==> src/rtl/isc_pkg.sv <==
package isc_pkg;
  // word indices of the register map (byte offset / 4)
  localparam int unsigned IDX_RAW    = 0;
  localparam int unsigned IDX_MASK   = 1;
  localparam int unsigned IDX_MSTAT  = 2;
  localparam int unsigned IDX_RXTHR  = 3;
  localparam int unsigned IDX_TXTHR  = 4;
  localparam int unsigned IDX_CLRALL = 5;
  localparam int unsigned IDX_CLR0   = 6;

  // status bit positions
  localparam int unsigned BIT_RXLVL  = 0;
  localparam int unsigned BIT_TXLVL  = 1;
  localparam int unsigned NUM_LVL    = 2;
  localparam int unsigned BUS_W      = 32;
endpackage

==> src/rtl/isc_level_flag.sv <==
module isc_level_flag #(
  parameter int unsigned LVL_W = 6,
  parameter bit          AT_OR_ABOVE = 1'b1
) (
  input  logic             clk,
  input  logic             rst,
  input  logic [LVL_W-1:0] level_i,
  input  logic [LVL_W-1:0] thr_i,
  output logic             flag_o
);
  logic hit;

  generate
    if (AT_OR_ABOVE) begin : g_ge
      assign hit = (level_i >= thr_i);
    end else begin : g_le
      assign hit = (level_i <= thr_i);
    end
  endgenerate

  always_ff @(posedge clk) begin
    if (rst) flag_o <= 1'b0;
    else     flag_o <= hit;
  end

  generate
    if (AT_OR_ABOVE) begin : g_chk_ge

      rx_level_flag_chk: assert property (@(posedge clk) disable iff (rst)
        (level_i >= thr_i) |=> flag_o);
    end else begin : g_chk_le

      tx_level_flag_chk: assert property (@(posedge clk) disable iff (rst)
        (level_i > thr_i) |=> !flag_o);
    end
  endgenerate
endmodule

==> src/rtl/isc_evt_bit.sv <==
module isc_evt_bit (
  input  logic clk,
  input  logic rst,
  input  logic evt_i,
  input  logic clr_i,
  output logic pend_o
);
  always_ff @(posedge clk) begin
    if (rst)        pend_o <= 1'b0;
    else if (evt_i) pend_o <= 1'b1;
    else if (clr_i) pend_o <= 1'b0;
  end


  set_wins_chk: assert property (@(posedge clk) disable iff (rst)
    evt_i |=> pend_o);

  clear_drops_chk: assert property (@(posedge clk) disable iff (rst)
    (clr_i && !evt_i) |=> !pend_o);

  sticky_hold_chk: assert property (@(posedge clk) disable iff (rst)
    (pend_o && !clr_i) |=> pend_o);
endmodule

==> src/rtl/isc_regs.sv <==
module isc_regs
  import isc_pkg::*;
#(
  parameter int unsigned ADDR_W  = 7,
  parameter int unsigned LVL_W   = 6,
  parameter int unsigned NUM_EVT = 4,
  localparam int unsigned NUM_SRC = NUM_LVL + NUM_EVT
) (
  input  logic               clk,
  input  logic               rst,
  input  logic               bus_sel,
  input  logic               bus_we,
  input  logic [ADDR_W-1:0]  bus_addr,
  input  logic [BUS_W-1:0]   bus_wdata,
  input  logic [NUM_SRC-1:0] raw_i,
  output logic [NUM_SRC-1:0] mask_o,
  output logic [LVL_W-1:0]   rx_thr_o,
  output logic [LVL_W-1:0]   tx_thr_o,
  output logic [NUM_EVT-1:0] clr_evt_o,
  output logic               clr_all_o,
  output logic [BUS_W-1:0]   rdata_o
);
  logic        aligned, wr_en, rd_en;
  int unsigned idx;
  logic [BUS_W-1:0] rd_val;
  logic        wdata_unused;

  assign aligned = (bus_addr[1:0] == 2'b00);
  assign wr_en   = bus_sel &  bus_we & aligned;
  assign rd_en   = bus_sel & !bus_we & aligned;
  assign idx     = int'(bus_addr[ADDR_W-1:2]);
  assign wdata_unused = ^bus_wdata;

  assign clr_all_o = rd_en && (idx == IDX_CLRALL);

  genvar k;
  generate
    for (k = 0; k < NUM_EVT; k++) begin : g_clr
      assign clr_evt_o[k] = rd_en && (idx == IDX_CLR0 + k);
    end
  endgenerate

  always_ff @(posedge clk) begin
    if (rst) begin
      mask_o   <= NUM_SRC'(1);
      rx_thr_o <= LVL_W'(1);
      tx_thr_o <= '0;
    end else if (wr_en) begin
      if (idx == IDX_MASK)  mask_o   <= bus_wdata[NUM_SRC-1:0];
      if (idx == IDX_RXTHR) rx_thr_o <= bus_wdata[LVL_W-1:0];
      if (idx == IDX_TXTHR) tx_thr_o <= bus_wdata[LVL_W-1:0];
    end
  end

  always_comb begin
    rd_val = '0;
    if (idx == IDX_RAW)        rd_val[NUM_SRC-1:0] = raw_i;
    else if (idx == IDX_MASK)  rd_val[NUM_SRC-1:0] = mask_o;
    else if (idx == IDX_MSTAT) rd_val[NUM_SRC-1:0] = raw_i & mask_o;
    else if (idx == IDX_RXTHR) rd_val[LVL_W-1:0]   = rx_thr_o;
    else if (idx == IDX_TXTHR) rd_val[LVL_W-1:0]   = tx_thr_o;
    else if (idx == IDX_CLRALL) rd_val[0] = |raw_i[NUM_SRC-1:NUM_LVL];
    else begin
      for (int e = 0; e < NUM_EVT; e++) begin
        if (idx == IDX_CLR0 + e) rd_val[0] = raw_i[NUM_LVL+e];
      end
    end
  end

  always_ff @(posedge clk) begin
    if (rst)        rdata_o <= '0;
    else if (rd_en) rdata_o <= rd_val;
    else            rdata_o <= '0;
  end


  idle_rdata_zero_chk: assert property (@(posedge clk) disable iff (rst)
    !rd_en |=> (rdata_o == '0));
endmodule

==> src/rtl/irq_status_ctrl.sv <==
module irq_status_ctrl
  import isc_pkg::*;
#(
  parameter int unsigned ADDR_W  = 7,
  parameter int unsigned LVL_W   = 6,
  parameter int unsigned NUM_EVT = 4
) (
  input  logic               clk,
  input  logic               rst,
  input  logic               bus_sel,
  input  logic               bus_we,
  input  logic [ADDR_W-1:0]  bus_addr,
  input  logic [31:0]        bus_wdata,
  output logic [31:0]        bus_rdata,
  input  logic [LVL_W-1:0]   rx_level,
  input  logic [LVL_W-1:0]   tx_level,
  input  logic [NUM_EVT-1:0] evt_pulse,
  output logic               irq
);
  localparam int unsigned NUM_SRC = NUM_LVL + NUM_EVT;

  logic [NUM_SRC-1:0] raw, mask;
  logic [LVL_W-1:0]   rx_thr, tx_thr;
  logic [NUM_EVT-1:0] clr_evt, evt_bits;
  logic               clr_all;
  logic               rx_flag, tx_flag;

  isc_regs #(.ADDR_W(ADDR_W), .LVL_W(LVL_W), .NUM_EVT(NUM_EVT)) u_regs (
    .clk(clk), .rst(rst),
    .bus_sel(bus_sel), .bus_we(bus_we), .bus_addr(bus_addr),
    .bus_wdata(bus_wdata), .raw_i(raw),
    .mask_o(mask), .rx_thr_o(rx_thr), .tx_thr_o(tx_thr),
    .clr_evt_o(clr_evt), .clr_all_o(clr_all), .rdata_o(bus_rdata)
  );

  isc_level_flag #(.LVL_W(LVL_W), .AT_OR_ABOVE(1'b1)) u_rx_flag (
    .clk(clk), .rst(rst), .level_i(rx_level), .thr_i(rx_thr), .flag_o(rx_flag)
  );

  isc_level_flag #(.LVL_W(LVL_W), .AT_OR_ABOVE(1'b0)) u_tx_flag (
    .clk(clk), .rst(rst), .level_i(tx_level), .thr_i(tx_thr), .flag_o(tx_flag)
  );

  genvar k;
  generate
    for (k = 0; k < NUM_EVT; k++) begin : g_evt
      isc_evt_bit u_bit (
        .clk(clk), .rst(rst),
        .evt_i(evt_pulse[k]),
        .clr_i(clr_evt[k] | clr_all),
        .pend_o(evt_bits[k])
      );
    end
  endgenerate

  assign raw[BIT_RXLVL] = rx_flag;
  assign raw[BIT_TXLVL] = tx_flag;
  assign raw[NUM_SRC-1:NUM_LVL] = evt_bits;

  always_ff @(posedge clk) begin
    if (rst) irq <= 1'b0;
    else     irq <= |(raw & mask);
  end


  irq_quiet_chk: assert property (@(posedge clk) disable iff (rst)
    ((raw & mask) == '0) |=> !irq);

  irq_raise_chk: assert property (@(posedge clk) disable iff (rst)
    ((raw & mask) != '0) |=> irq);

  clear_all_chk: assert property (@(posedge clk) disable iff (rst)
    (clr_all && (evt_pulse == '0)) |=> (evt_bits == '0));
endmodule

==> config.mk <==
export PLATFORM = sky130hd
export DESIGN_NAME = irq_status_ctrl
export DESIGN_NICKNAME = d
export VERILOG_FILES = /design/src/rtl/isc_pkg.sv /design/src/rtl/isc_level_flag.sv /design/src/rtl/isc_evt_bit.sv /design/src/rtl/isc_regs.sv /design/src/rtl/irq_status_ctrl.sv
export SDC_FILE = /design/constraint.sdc
export NUM_CORES = 1
export LEC_CHECK = 0
export BUFFER_PORTS_ARGS = -buffer_cell sky130_fd_sc_hd__clkbuf_2
export CAP_MARGIN = 20
export CORE_AREA = 2 2 67 69
export DETAILED_ROUTE_END_ITERATION = 6
export DIE_AREA = 0 0 69 71
export PLACE_DENSITY = 0.89
export SLEW_MARGIN = 10
export SYNTH_ARGS = -nofsm -noshare
export SYNTH_HDL_FRONTEND = slang
export SYNTH_SLANG_ARGS = --single-unit
==> constraint.sdc <==
create_clock -name clk -period 3.4 [get_ports clk]
set_input_delay 0.68 -clock clk [delete_from_list [all_inputs] [get_ports clk]]
set_output_delay 0.68 -clock clk [all_outputs]
set_load 0.005 [all_outputs]
Word level (Yosys, flattened, before mapping). Index checks and enable logic that the tools add are counted.

RAM bits: 0. Memories: 0. Output and inout bits: 33. Memory bits (read-only): 0. Word-level logic and storage cells: 70. Bits in latches: 0. Bits of input ports: 59. Register bits after elaboration: 57.

Bitwise gates (word level): 10. Order comparisons: 2. Shift operators: 0. $add $sub $neg: 0. Divide/modulo/power cells: 0. $mul: 0. Reductions and logical operators: 18. Eq/ne operators: 9. Muxes and demuxes: 19.

Operators by type and width (count): 32-bit logical NOT (1); 6-bit two-way mux (4); 5-bit by 3-bit == test with 1-bit output, second input constant (4); 1-bit two-way mux (14); 5-bit by 2-bit == test with 1-bit output, second input constant (2); 5-bit by 4-bit == test with 1-bit output, second input constant (2); 2-bit nonzero test (4); 6-bit bitwise AND (1); 6-bit greater-or-equal comparator (1); 6-bit less-or-equal comparator (1); 2-bit AND reduction (3); 6-bit OR reduction (1); 5-bit by 1-bit == test with 1-bit output, second input constant (1); 1-bit logical AND (5); 5-bit two-way mux (1); 1-bit bitwise AND (4); 1-bit OR (4); 4-bit OR reduction (1); 2-bit logical NOT (1); 2-bit OR reduction (1); 1-bit logical NOT (1); 1-bit inverter (1).

Depth between registers and ports, before layout. Gate-level depths: netlist (run 1).

Depth in word-level cells: 11. Depth in mapped cells: 6. Depth with buffers taken out: 6.

Hierarchy. Synthesis (run 1) repeated with hierarchy kept, for this count alone.

Cells, all modules: 231. Area, all modules: 1974.4 µm².

Modules (own cells, without submodules): isc_regs (instances 1, area each 1398.8 µm², cells each 165, sequential area each 480.5 µm²); isc_level_flag at u_tx_flag (instances 1, area each 183.9 µm², cells each 22, sequential area each 20.0 µm²); isc_level_flag at u_rx_flag (instances 1, area each 162.7 µm², cells each 19, sequential area each 20.0 µm²); isc_evt_bit (instances 4, area each 38.8 µm², cells each 4, sequential area each 20.0 µm²); irq_status_ctrl (instances 1, area each 73.8 µm², cells each 9, sequential area each 20.0 µm²).

Worst setup path before layout (run 1). No wires, ideal clock.

Path kind: input-to-reg. From: input bus_we. To: register g_evt[3].u_bit.pend_o. Required time: 3.268 ns. Data arrival time: 1.700 ns. Stages on the path: 3. Setup slack: 1.568 ns. Buffers on the path: 0. Library setup time: 0.132 ns. Cells stage by stage: or4b_1 -> o41ai_1 -> a21oi_1.

Word-level cells in the longest chain between the ends: 6. Elaborated cells on any way between the ends: 7. Those cells by class: bitwise: 3; reduce/logical: 4.

RTL lines: from (decl) (line irq_status_ctrl.sv:11) `input logic bus_we,`; 1-bit logical NOT * (line isc_regs.sv:30) `assign rd_en = bus_sel & !bus_we & aligned;`; 1-bit bitwise AND * (2 in series) (line isc_regs.sv:30); 1-bit logical AND, on equally long branches (line isc_regs.sv:39, isc_regs.sv:34); 1-bit OR * (line irq_status_ctrl.sv:50) `.clr_i(clr_evt[k] | clr_all),`; 2-bit nonzero test (no line) *; to (signal assigned) (line isc_evt_bit.sv:9) `if (rst) pend_o <= 1'b0;`; to (signal assigned) (line isc_evt_bit.sv:10) `else if (evt_i) pend_o <= 1'b1;`; to (signal assigned) (line isc_evt_bit.sv:11) `else if (clr_i) pend_o <= 1'b0;`; to (decl) (line isc_evt_bit.sv:6) `output logic pend_o`.

Every way passes the cells marked *; elsewhere a longest branch is shown, timed or not. A chain may end at the register's enable or synchronous reset.

Worst setup path in the final report (run 1).
From: input bus_addr[3]. To: register u_regs.rdata_o[5].

Word-level cells in the longest chain between the ends: 6. Elaborated cells on any way between the ends: 10. Those cells by class: eq/ne: 4; mux: 5; reduce/logical: 1.

RTL lines: from (decl) (line irq_status_ctrl.sv:12) `input logic [ADDR_W-1:0] bus_addr,`; 5-bit by 3-bit == test with 1-bit output (line isc_regs.sv:61) `else if (idx == IDX_TXTHR) rd_val[LVL_W-1:0] = tx_thr_o;`; 5-bit two-way mux (line isc_regs.sv:61); 6-bit two-way mux (line isc_regs.sv:60) `else if (idx == IDX_RXTHR) rd_val[LVL_W-1:0] = rx_thr_o;`; 6-bit two-way mux (line isc_regs.sv:59) `else if (idx == IDX_MSTAT) rd_val[NUM_SRC-1:0] = raw_i & mask_o;`; 6-bit two-way mux (line isc_regs.sv:58) `else if (idx == IDX_MASK) rd_val[NUM_SRC-1:0] = mask_o;`; 6-bit two-way mux * (line isc_regs.sv:57) `if (idx == IDX_RAW) rd_val[NUM_SRC-1:0] = raw_i;`; to (signal assigned) (line isc_regs.sv:72) `else if (rd_en) rdata_o <= rd_val;`; to (decl) (line isc_regs.sv:21) `output logic [BUS_W-1:0] rdata_o`.

Marks and branches as above.

==> key figures, run 1 <==
Floorplan
  – Starting Density: 49.1%
  – Width of the die: 69 um
  – Die height: 71 um
  – Row cnt: 24
  – IO Pins: 92
  – Total Die Area: 4900 sq um
  – CORE AREA: 4200 sq um

Worst hold path
  – Worst min path class: flip-flop to flip-flop
  – Worst Hold Launch: u_regs.rx_thr_o[5]

Power
  – Design Power: 740 uW
  – Internal power: 547 uW
  – Seq pwr share: 51.0%
  – VDD IR max: 0.164 mV
  – Sw Ratio: 26.1%
  – Combinational share of power: 13.8%
  – Sw power: 193 uW
  – Clock power frac: 35.1%
  – Power per cell area: 329 nW/um^2
  – LEAKAGE: 1.08 nW

Layout
  – Final antenna diode count: 0
  – Synth-to-layout area growth: 8.98%
  – Reg area: 621 sq um
  – Post-Layout Cell Count: 334
  – Multi-input logic area: 1220 sq um
  – Share of layout cells above drive strength 1: 18.1%
  – Fill count: 395
  – Layout Nets: 354

Synth
  – Top-area cell type share of the netlist area: 30.1%
  – Post-Syn Instances: 247
  – Main combinational cell family by area after synthesis: simple AND/OR/NAND/NOR gates
  – Ranking of synthesized cells by area: dfxtp_1 (30%), buf_4 (10%), mux2i_1 (9.2%)
  – Register area share after synthesis: 30.1%
  – Post-synth ARST share: 0%
  – Simple logic cell fraction of the synthesized area: 22.3%
  – Most numerous cell in the Yosys netlist: nor2_1
  – Mapped Avg Cell Area: 8.35 sq um
  – Number of flops mapped to enable cells by yosys: 0
  – Most used DFF post-synth: dfxtp_1
  – Library cells used by synthesis: 48
  – Synth Cell Area: 2060 sq um
  – Adder and majority cell fraction of the synthesized area: 7.28%
  – Complex-gate fraction of the synthesized area: 14.9%
  – Yosys reg bits: 31
  – Synth warn: 0
  – Area leader, netlist: dfxtp_1
  – Mux contribution to synthesized area: 9.22%
  – Post-synth top cells: nor2_1 (33), dfxtp_1 (31), buf_4 (28)
  – Post-Synth XOR/XNOR Area: 0.849%

Run
  – Max Cap Viol: 0

Global routing
  – Largest net degree at the start of global routing: 30
  – Vias in the first global route: 1,735
  – Total gr overflow: 0
  – Gr usage total: 19.4%
  – Initial antenna violation count: 0
  – First-pass GRT wire length: 7770 um

Clock network
  – Clock sinks: 31
  – Register clock-pin slew on the reported worst setup and hold paths: 0.06 ns
  – CTS Buf Count: 5
  – Post-CTS Setup Repair Bufs: 0
  – CTS tree: yes
  – Post-CTS Resized: 0
  – CTS Hold Bufs: 0
  – Clock Latency Late Sink: 0.29 ns
  – CTS max path bufs: 2
  – H-tree Lvls: 2
  – Clock root cell: clkbuf_8

STA
  – Final hold violation count: 0
  – Slew HR: 55.9%
  – Fmax achieved: 524 MHz
  – Setup_tns: 0 ns
  – Post-route setup slack: 1.49 ns
  – RSZ-0062 raised after global routing: false
  – Worst-margin pin slew: 0.652 ns
  – Max-slew violation count: 0
  – Final worst-path cycle share: 56.1%
  – Period minus WS final: 1.91 ns
  – Worst Skew: 0.00711 ns
  – Number of setup violations in the final report: 0

Worst setup path
  – Crit path from: bus_addr[3]
  – Reg2reg end: u_tx_flag.flag_o
  – WP data required: 3.57 ns
  – WS Path Type: primary input to flip-flop
  – Worst R2R Start: u_regs.tx_thr_o[1]
  – R2r worst-path depth: 6
  – Worst setup EP type: flip-flop
  – Startpoint types: primary input
  – Max FO, Critical Path: 16
  – Worst R2R Setup Slack: 2.00 ns
  – Critical Path Sink: u_regs.rdata_o[5]
  – WP data arrival: 2.08 ns

Placed design
  – Worst slack, placed: 1.23 ns
  – Dpl cells: 328
  – Port bufs: 39
  – Gpl congestion: 0.916
  – Post-DP HPWL: 3630 um

Route
  – Total number of vias: 1,809
  – ANT nets after route: 0
  – # DRC: 0
  – Detailed Route WL: 4530 um
  – Detailed Routing Iterations Pass 1: 4
  – DRT iter0 DRCs: 123
  – Wire per inst: 13.6 um
  – Vias/cell: 5.42

Status
  – Status: complete, no violations
-- placed cells by master, fill, tap and decap left out, drive strengths merged, types with 2 or more instances in the layout --
cell type   n
inv        19
nor4        5
a21oi      11
mux2i      19
nand2b      8
clkbuf     45
nor3        8
o22ai       2
a22oi       2
nand3       5
nand4       3
nand2      10
dfxtp      31
conb       26
o41ai       2
a211oi      4
o21ai       5
nor2b       5
ha         12
nor4b       2
a22o        6
a2111oi     2
nor2       33
-- critical path, cell delays in order --
cell       delay, ns
clkbuf_2        0.24
nor4_2          0.59
o21ai_1         0.16
a2111oi_2       0.41
-- metal layers --
metal	track usage (%)	share of wire (%)
met3	5.84	8.8
met5	0	0
met1	22.2	40
met4	6.97	1.1
met2	34.5	50
-- sequential cells by signal (all words and copies together), names as in the netlist --
register and count:
u_regs.tx_thr_o 6, u_regs.mask_o 6, u_rx_flag.flag_o 1, g_evt.u_bit.pend_o 4
u_regs.rx_thr_o 6, u_regs.rdata_o 6, u_tx_flag.flag_o 1, irq 1
-- per-stage QoR --
step | cell area [sq um] | utilization, % | hold slack [ns]
2_1_floorplan | 2160 | - | 0.454
4_1_cts | 2250 | 53.5 | 0.512
3_3_place_gp | 2180 | 51.8 | 0.476
6_report | 2250 | 53.5 | 0.516
5_1_grt | 2250 | 53.5 | 0.552
3_5_place_dp | 2180 | 51.8 | 0.498
-- worst min path at each step --
stage	end	slack, ns	cells past startpoint
2_1_floorplan	u_regs.rdata_o[1]	0.45	2
3_3_place_gp	u_regs.rx_thr_o[5]	0.48	2
3_5_place_dp	u_regs.rx_thr_o[5]	0.50	2
4_1_cts	u_regs.rx_thr_o[5]	0.51	2
5_1_grt	u_regs.mask_o[0]	0.55	2
6_report	u_regs.rx_thr_o[5]	0.52	2
-- kinds of logic (layout without fill, tap and decap cells) --
| kind of cell | after synthesis | count (layout) |
|---|---|---|
| AND/OR/NAND/NOR | 85 | 85 |
| buffers and inverters | 54 | 64 |
| AO/OA/AOI/OAI | 43 | 43 |
| flip-flops | 31 | 31 |
| multiplexers | 19 | 19 |
| adder cells (fa/ha/maj) | 12 | 12 |
| XOR/XNOR | 2 | 2 |
| other | 1 | 26 |
-- power groups by stage --
| stage | Sequential (mW) | Combinational, mW | Clock, mW |
|---|---|---|---|
| after floorplan | 0.383 | 0.0878 | 0 |
| after global placement | 0.385 | 0.0974 | 0 |
| after detailed placement | 0.385 | 0.101 | 0 |
| after CTS | 0.377 | 0.101 | 0.265 |
| after global routing | 0.378 | 0.116 | 0.284 |
| final | 0.378 | 0.102 | 0.260 |
-- area by class of cell --
| class | count | area share (%) |
|---|---|---|
| Sequential cell | 31 | 27.6 |
| Clock buffer | 6 | 3.23 |
| Multi-Input combinational cell | 187 | 54.4 |
| Tap cell | 52 | 2.89 |
| Timing Repair Buffer | 39 | 8.68 |
| Inverter | 19 | 3.17 |
No activity file was read; power rests on OpenSTA's default activity.
==> run 2: changes to the inputs <==
--- a/config.mk
+++ b/config.mk
@@ -7,10 +7,10 @@
 export LEC_CHECK = 0
 export BUFFER_PORTS_ARGS = -buffer_cell sky130_fd_sc_hd__clkbuf_2
 export CAP_MARGIN = 20
-export CORE_AREA = 2 2 67 69
+export CORE_AREA = 2 2 70 72
 export DETAILED_ROUTE_END_ITERATION = 6
-export DIE_AREA = 0 0 69 71
-export PLACE_DENSITY = 0.89
+export DIE_AREA = 0 0 72 74
+export PLACE_DENSITY = 0.83
 export SLEW_MARGIN = 10
 export SYNTH_ARGS = -nofsm -noshare
 export SYNTH_HDL_FRONTEND = slang
==> constraint.sdc (replaced) <==
create_clock -name clk -period 1.9 [get_ports clk]
set_input_delay 0.38 -clock clk [delete_from_list [all_inputs] [get_ports clk]]
set_output_delay 0.38 -clock clk [all_outputs]
set_load 0.005 [all_outputs]
==> run 2 against run 1 <==
Effect of this change:
- via count rose by 0.94%
- critical endpoint is now u_regs.rdata_o[0]
- worst hold slack worse by 0.21 ns
- register-to-register slack lost 1.6 ns
- highest routed layer unchanged
- core utilization decreased by 2.6 points
- final area up 4.1%
==> key figures, run 2 (synthesis gave the netlist of run 1 again) <==
Layout
  – Post-Layout Cell Count: 347 (was 334)
  – Final antenna diode count: 0 (unchanged)
  – Share of layout cells above drive strength 1: 21.5% (was 18.1%)
  – Layout Nets: 364 (was 354)
  – Synth-to-layout area growth: 13.5% (was 8.98%)
  – Multi-input logic area: 1220 sq um (unchanged)
  – Fill count: 439 (was 395)
  – Reg area: 621 sq um (unchanged)
  – Commonest non-fill, non-tap cell in the layout: clkbuf_2 (unchanged)
  – Most frequent cells in the layout: clkbuf_2 (39), nor2_1 (33), dfxtp_1 (31), conb_1 (26) (unchanged)
  – Design Area, Final: 2340 sq um (was 2250 sq um)

Route
  – Top layer in use: met4 (unchanged)
  – Met2 WL: 2170 um (was 2290 um)
  – Total number of vias: 1,826 (was 1,809)
  – Detailed Routing Iterations Pass 1: 4 (unchanged)
  – DRT iter0 DRCs: 78 (was 123)
  – Wire per inst: 13.0 um (was 13.6 um)
  – Vias/cell: 5.26 (was 5.42)
  – # DRC: 0 (unchanged)
  – M1 wire length: 1890 um (was 1790 um)
  – Detailed Route WL: 4500 um (was 4530 um)
  – Wire length on met3: 355 um (was 400 um)
  – ANT nets after route: 0 (unchanged)

Clock network
  – H-tree Lvls: 2 (unchanged)
  – CTS Hold Bufs: 0 (unchanged)
  – Register clock-pin slew on the reported worst setup and hold paths: 0.06 ns (about the same)
  – CTS max path bufs: 2 (unchanged)
  – Post-CTS Resized: 0 (unchanged)
  – Post-CTS Setup Repair Bufs: 0 (unchanged)
  – Clock root cell: clkbuf_8 (unchanged)
  – Clock Latency Late Sink: 0.28 ns (was 0.29 ns)
  – Clock sinks: 31 (unchanged)
  – CTS Buf Count: 5 (unchanged)
  – CTS tree: yes (unchanged)

STA
  – RSZ-0062 raised after global routing: false (unchanged)
  – Worst Skew: 0.00717 ns (was 0.00711 ns)
  – Fmax achieved: 685 MHz
  – Number of setup violations in the final report: 0 (unchanged)
  – Final hold violation count: 0 (unchanged)
  – Post-route setup slack: 0.439 ns (was 1.49 ns)
  – Period minus WS final: 1.46 ns
  – Max-slew violation count: 0 (unchanged)
  – Setup_tns: 0 ns (unchanged)
  – Final worst-path cycle share: 76.9%

Power
  – Design Power: 1.39 mW (was 740 uW)
  – VDD IR max: 0.359 mV (was 0.164 mV)
  – Power per cell area: 592 nW/um^2 (was 329 nW/um^2)
  – LEAKAGE: 1.13 nW (was 1.08 nW)

Worst setup path
  – Largest delay share family, worst path: simple AND/OR/NAND/NOR gates (unchanged)
  – Critical Path Sink: u_regs.rdata_o[0] (was u_regs.rdata_o[5])
  – Crit path from: g_evt[3].u_bit.pend_o (was bus_addr[3])
  – Worst R2R Start: g_evt[3].u_bit.pend_o (was u_regs.tx_thr_o[1])
  – Crit path buf inv count: 0 (was 1)
  – Cells along the critical path: nor4_1 -> nor4b_1 -> a2111oi_0 -> nor2_1 (was clkbuf_2 -> nor4_2 -> o21ai_1 -> a2111oi_2)
  – WP data arrival: 1.62 ns (was 2.08 ns)
  – Slowest-stage cell, CP: a2111oi_0 (was nor4_2)
  – Startpoint types: flip-flop (was primary input)
  – WP data required: 2.06 ns (was 3.57 ns)
  – Worst setup EP type: flip-flop (unchanged)
  – Reg2reg end: u_regs.rdata_o[0] (was u_tx_flag.flag_o)
  – WS Path Type: flip-flop to flip-flop (was primary input to flip-flop)
  – Stages on worst setup path: 4 (unchanged)
  – R2r worst-path depth: 4 (was 6)
  – Max FO, Critical Path: 5 (was 16)
  – Worst path max stage delay: 0.44 ns (was 0.59 ns)
  – Worst R2R Setup Slack: 0.44 ns (was 2.00 ns)

Placed design
  – Worst slack, placed: 0.177 ns (was 1.23 ns)
  – Dpl cells: 340 (was 328)
  – Post-DP HPWL: 3620 um (was 3630 um)
  – Port bufs: 39 (unchanged)
  – Placed instance area: 2250 sq um (was 2180 sq um)
  – Gpl congestion: 0.944 (was 0.916)

Floorplan
  – Die height: 74 um (was 71 um)
  – Starting Density: 44.9% (was 49.1%)
  – Row cnt: 25 (was 24)
  – Total Die Area: 5330 sq um (was 4900 sq um)
  – CORE AREA: 4600 sq um (was 4200 sq um)
  – IO Pins: 92 (unchanged)
  – Width of the die: 72 um (was 69 um)

Global routing
  – Largest net degree at the start of global routing: 29 (was 30)
  – Gr usage total: 18.3% (was 19.4%)
  – Total gr overflow: 0 (unchanged)
  – First-pass GRT wire length: 7510 um (was 7770 um)
  – Vias in the first global route: 1,664 (was 1,735)
  – Initial antenna violation count: 0 (unchanged)

Status
  – Status: complete, no violations (unchanged)

Worst hold path
  – Worst min path class: primary input to flip-flop (was flip-flop to flip-flop)

Run
  – Max Cap Viol: 0 (unchanged)
## run 2: changes by cell type in the layout (fill, tap and decap cells not counted)
cell      change
buf_4        +10
clkbuf_1      -1
clkbuf_8      +1
clkinv_2      +1
## run 2: cell type report
cell class / instances / share of cell area, %
Multi-Input combinational cell: 187 / 52.3
Timing Repair Buffer: 49 / 11.5
Tap cell: 54 / 2.89
Clock inverter: 1 / 0.214
Clock buffer: 6 / 3.53
Inverter: 19 / 3.05
Sequential cell: 31 / 26.5
## run 2: worst min-delay path by stage
| stage | end | depth (start not counted) | startpoint | slack (ns) |
|---|---|---|---|---|
| floorplan | u_regs.rdata_o[1] | 2 | u_regs.tx_thr_o[1] | 0.45 |
| global placement | u_regs.rx_thr_o[5] | 2 | u_regs.rx_thr_o[5] | 0.48 |
| detailed placement | u_regs.rx_thr_o[5] | 2 | u_regs.rx_thr_o[5] | 0.50 |
| CTS | g_evt[3].u_bit.pend_o | 3 | evt_pulse[3] | 0.30 |
| global route | g_evt[0].u_bit.pend_o | 3 | evt_pulse[0] | 0.31 |
| finish | g_evt[3].u_bit.pend_o | 3 | evt_pulse[3] | 0.31 |
## run 2: power by group
group	switching, mW	internal [mW]	total (mW)
sequential	0.0148	0.662	0.676
clock	0.234	0.283	0.517
combinational	0.109	0.0823	0.192
total	0.358	1.03	1.39
## run 2: tightest hold or removal path, stage by stage
cell and delay, ns:
clkbuf_2 0.08, inv_1 0.04, a21oi_1 0.05
## run 2: per-stage QoR
stage	hold slack, ns	utilization, %
finish	0.307	50.9
global route	0.309	50.9
CTS	0.298	50.9
detailed placement	0.496	49.0
global placement	0.477	49.0
floorplan	0.454	-
## run 2: layer usage
layer / track usage, % / up-vias
li1: - / 908
met1: 22.4 / 835
met2: 29.9 / 73
met3: 6.23 / 10
met4: 7.13 / 0
met5: 0 / -
==> run 3: changes to the inputs <==
--- a/config.mk
+++ b/config.mk
@@ -7,10 +7,10 @@
 export LEC_CHECK = 0
 export BUFFER_PORTS_ARGS = -buffer_cell sky130_fd_sc_hd__clkbuf_2
 export CAP_MARGIN = 20
-export CORE_AREA = 2 2 70 72
+export CORE_AREA = 2 2 73 75
 export DETAILED_ROUTE_END_ITERATION = 6
-export DIE_AREA = 0 0 72 74
-export PLACE_DENSITY = 0.83
+export DIE_AREA = 0 0 75 77
+export PLACE_DENSITY = 0.81
 export SLEW_MARGIN = 10
 export SYNTH_ARGS = -nofsm -noshare
 export SYNTH_HDL_FRONTEND = slang
==> constraint.sdc (replaced) <==
create_clock -name clk -period 1.3 [get_ports clk]
set_input_delay 0.26 -clock clk [delete_from_list [all_inputs] [get_ports clk]]
set_output_delay 0.26 -clock clk [all_outputs]
set_load 0.005 [all_outputs]
==> run 3 against run 2 <==
Effect of this change:
- power grew 52%
- via count grew 9.9%
- fmax grew 15%
- core utilization grew 3.0 points
- first-iteration DRC count grew 46%
- final cell count grew 13%
- die area grew 8.4%
- highest routed layer unchanged
- final area grew 15%
- largest cell class unchanged
- setup slack lost 0.41 ns
- worst hold slack lost 0.11 ns
- register-to-register slack lost 0.41 ns
- largest power group unchanged
==> key figures, run 3 (synthesis gave the netlist of run 1 again) <==
STA
  – Number of setup violations in the final report: 0 (unchanged)
  – RSZ-0062 raised after global routing: true (was false)
  – Period minus WS final: 1.28 ns (was 1.46 ns)
  – Worst hold margin: 0.196 ns (was 0.307 ns)
  – Max-slew violation count: 0 (unchanged)
  – Worst Skew: 0.00620 ns (was 0.00717 ns)
  – Final hold violation count: 0 (unchanged)
  – Post-route setup slack: 0.0242 ns (was 0.439 ns)
  – Fmax achieved: 784 MHz (was 685 MHz)
  – Final worst-path cycle share: 98.1% (was 76.9%)

Global routing
  – Gr usage total: 18.9% (was 18.3%)
  – Busiest layer in global routing: met2 (unchanged)
  – Total gr overflow: 0 (unchanged)
  – Grt met2 use: 32.7% (was 29.9%)
  – Initial antenna violation count: 0 (unchanged)
  – First-pass GRT wire length: 8470 um (was 7510 um)
  – Vias in the first global route: 1,888 (was 1,664)
  – Largest net degree at the start of global routing: 29 (unchanged)
  – Global routing usage on met3: 3.68% (was 6.23%)
  – Met1 Use GR: 22.5% (was 22.4%)

Clock network
  – Clock sinks: 31 (unchanged)
  – CTS max path bufs: 2 (unchanged)
  – CTS Buf Count: 5 (unchanged)
  – Post-CTS Setup Repair Bufs: 0 (unchanged)
  – Clock root cell: clkbuf_8 (unchanged)
  – Clock Latency Late Sink: 0.28 ns (about the same)
  – CTS tree: yes (unchanged)
  – CTS Hold Bufs: 0 (unchanged)
  – H-tree Lvls: 2 (unchanged)
  – Register clock-pin slew on the reported worst setup and hold paths: 0.06 ns (about the same)

Route
  – # DRC: 0 (unchanged)
  – Detailed Route WL: 5350 um (was 4500 um)
  – Vias/cell: 5.13 (was 5.26)
  – DRT iter0 DRCs: 114 (was 78)
  – ANT nets after route: 0 (unchanged)
  – Total number of vias: 2,006 (was 1,826)
  – Detailed Routing Iterations Pass 1: 4 (unchanged)
  – Wire per inst: 13.7 um (was 13.0 um)

Layout
  – Share of layout cells above drive strength 1: 34.9% (was 21.5%)
  – Synth-to-layout area growth: 30.1% (was 13.5%)
  – Most frequent cells in the layout: clkbuf_2 (37), buf_4 (35), nor2_1 (32), conb_1 (26), dfxtp_1 (24) (was clkbuf_2 (39), nor2_1 (33), dfxtp_1 (31), conb_1 (26))
  – Final antenna diode count: 0 (unchanged)
  – Layout Nets: 391 (was 364)
  – Commonest non-fill, non-tap cell in the layout: clkbuf_2 (unchanged)

Power
  – Design Power: 2.11 mW (was 1.39 mW)
  – Power per cell area: 787 nW/um^2 (was 592 nW/um^2)
  – VDD IR max: 0.449 mV (was 0.359 mV)
  – LEAKAGE: 1.30 nW (was 1.13 nW)

Worst setup path
  – Worst R2R Start: g_evt[3].u_bit.pend_o (unchanged)
  – Startpoint types: flip-flop (unchanged)
  – WS Path Type: flip-flop to flip-flop (unchanged)
  – Worst setup EP type: flip-flop (unchanged)
  – Crit path from: g_evt[3].u_bit.pend_o (unchanged)
  – WP data arrival: 1.45 ns (was 1.62 ns)
  – Max FO, Critical Path: 4 (was 5)
  – WP data required: 1.47 ns (was 2.06 ns)

Worst hold path
  – Worst Hold Launch: evt_pulse[0] (was evt_pulse[3])
  – Worst min path class: primary input to flip-flop (unchanged)

Floorplan
  – Width of the die: 75 um (was 72 um)
  – Die height: 77 um (was 74 um)
  – IO Pins: 92 (unchanged)
  – Total Die Area: 5780 sq um (was 5330 sq um)
  – Row cnt: 26 (was 25)
  – CORE AREA: 4980 sq um (was 4600 sq um)
  – Starting Density: 41.5% (was 44.9%)

Placed design
  – Post-DP HPWL: 4100 um (was 3620 um)
  – Gpl congestion: 0.945 (was 0.944)
  – Worst slack, placed: -0.247 ns (was 0.177 ns)
  – Port bufs: 39 (unchanged)

Status
  – Status: complete, no violations (unchanged)

Run
  – Max Cap Viol: 0 (unchanged)
[run 3: worst max-delay path, cell delays in order, from the launching register on]
cell and delay [ns]:
dfxtp_2 0.34, buf_6 0.13, nand2_4 0.06, a21oi_2 0.14, o221ai_2 0.13, a2111oi_2 0.37
[run 3: final timing paths]
check                          endpoint  slack (ns)  cells after the start
hold reg to reg      u_regs.rx_thr_o[5]        0.51                      2
setup reg to reg      u_regs.rdata_o[5]        0.02                      5
setup / recovery      u_regs.rdata_o[5]        0.02                      5
hold / removal    g_evt[0].u_bit.pend_o        0.20                      3
[run 3: per-stage QoR]
step	utilization (%)	instance area, sq um	TNS, ns	instances
5_1_grt	53.9	2680	-0.0730	391
6_report	53.9	2680	0	391
3_5_place_dp	50.6	2520	-5.12	383
4_1_cts	52.8	2630	0	391
2_1_floorplan	-	2180	-0.0323	272
3_3_place_gp	50.6	2520	-4.35	383
[run 3: what timing repair did]
item | CTS | global route
pin swaps | 2 | 6
gates cloned | 0 | 0
resized for setup | 10 | 17
setup endpoints to repair | 4 | 17
[run 3: layout make-up]
class,instances,area [sq um]
sequential,31,629
inverter,19,71.3
tap,70,87.6
clock inverter,2,12.5
timing repair buffer,76,494
multi-input combinational,187,1320
clock buffer,6,72.6
fill,454,2290
[run 3: power breakdown]
part           total (mW)  internal (mW)  switching [mW]
Sequential          0.980          0.967          0.0130
Combinational       0.395          0.185           0.209
Clock               0.738          0.373           0.365
[run 3: per-layer routing]
layer | up-vias | share of wire, %
met3 | 19 | 6.2
met2 | 86 | 49
met1 | 931 | 41
met4 | 0 | 3.0
met5 | - | 0
li1 | 970 | -
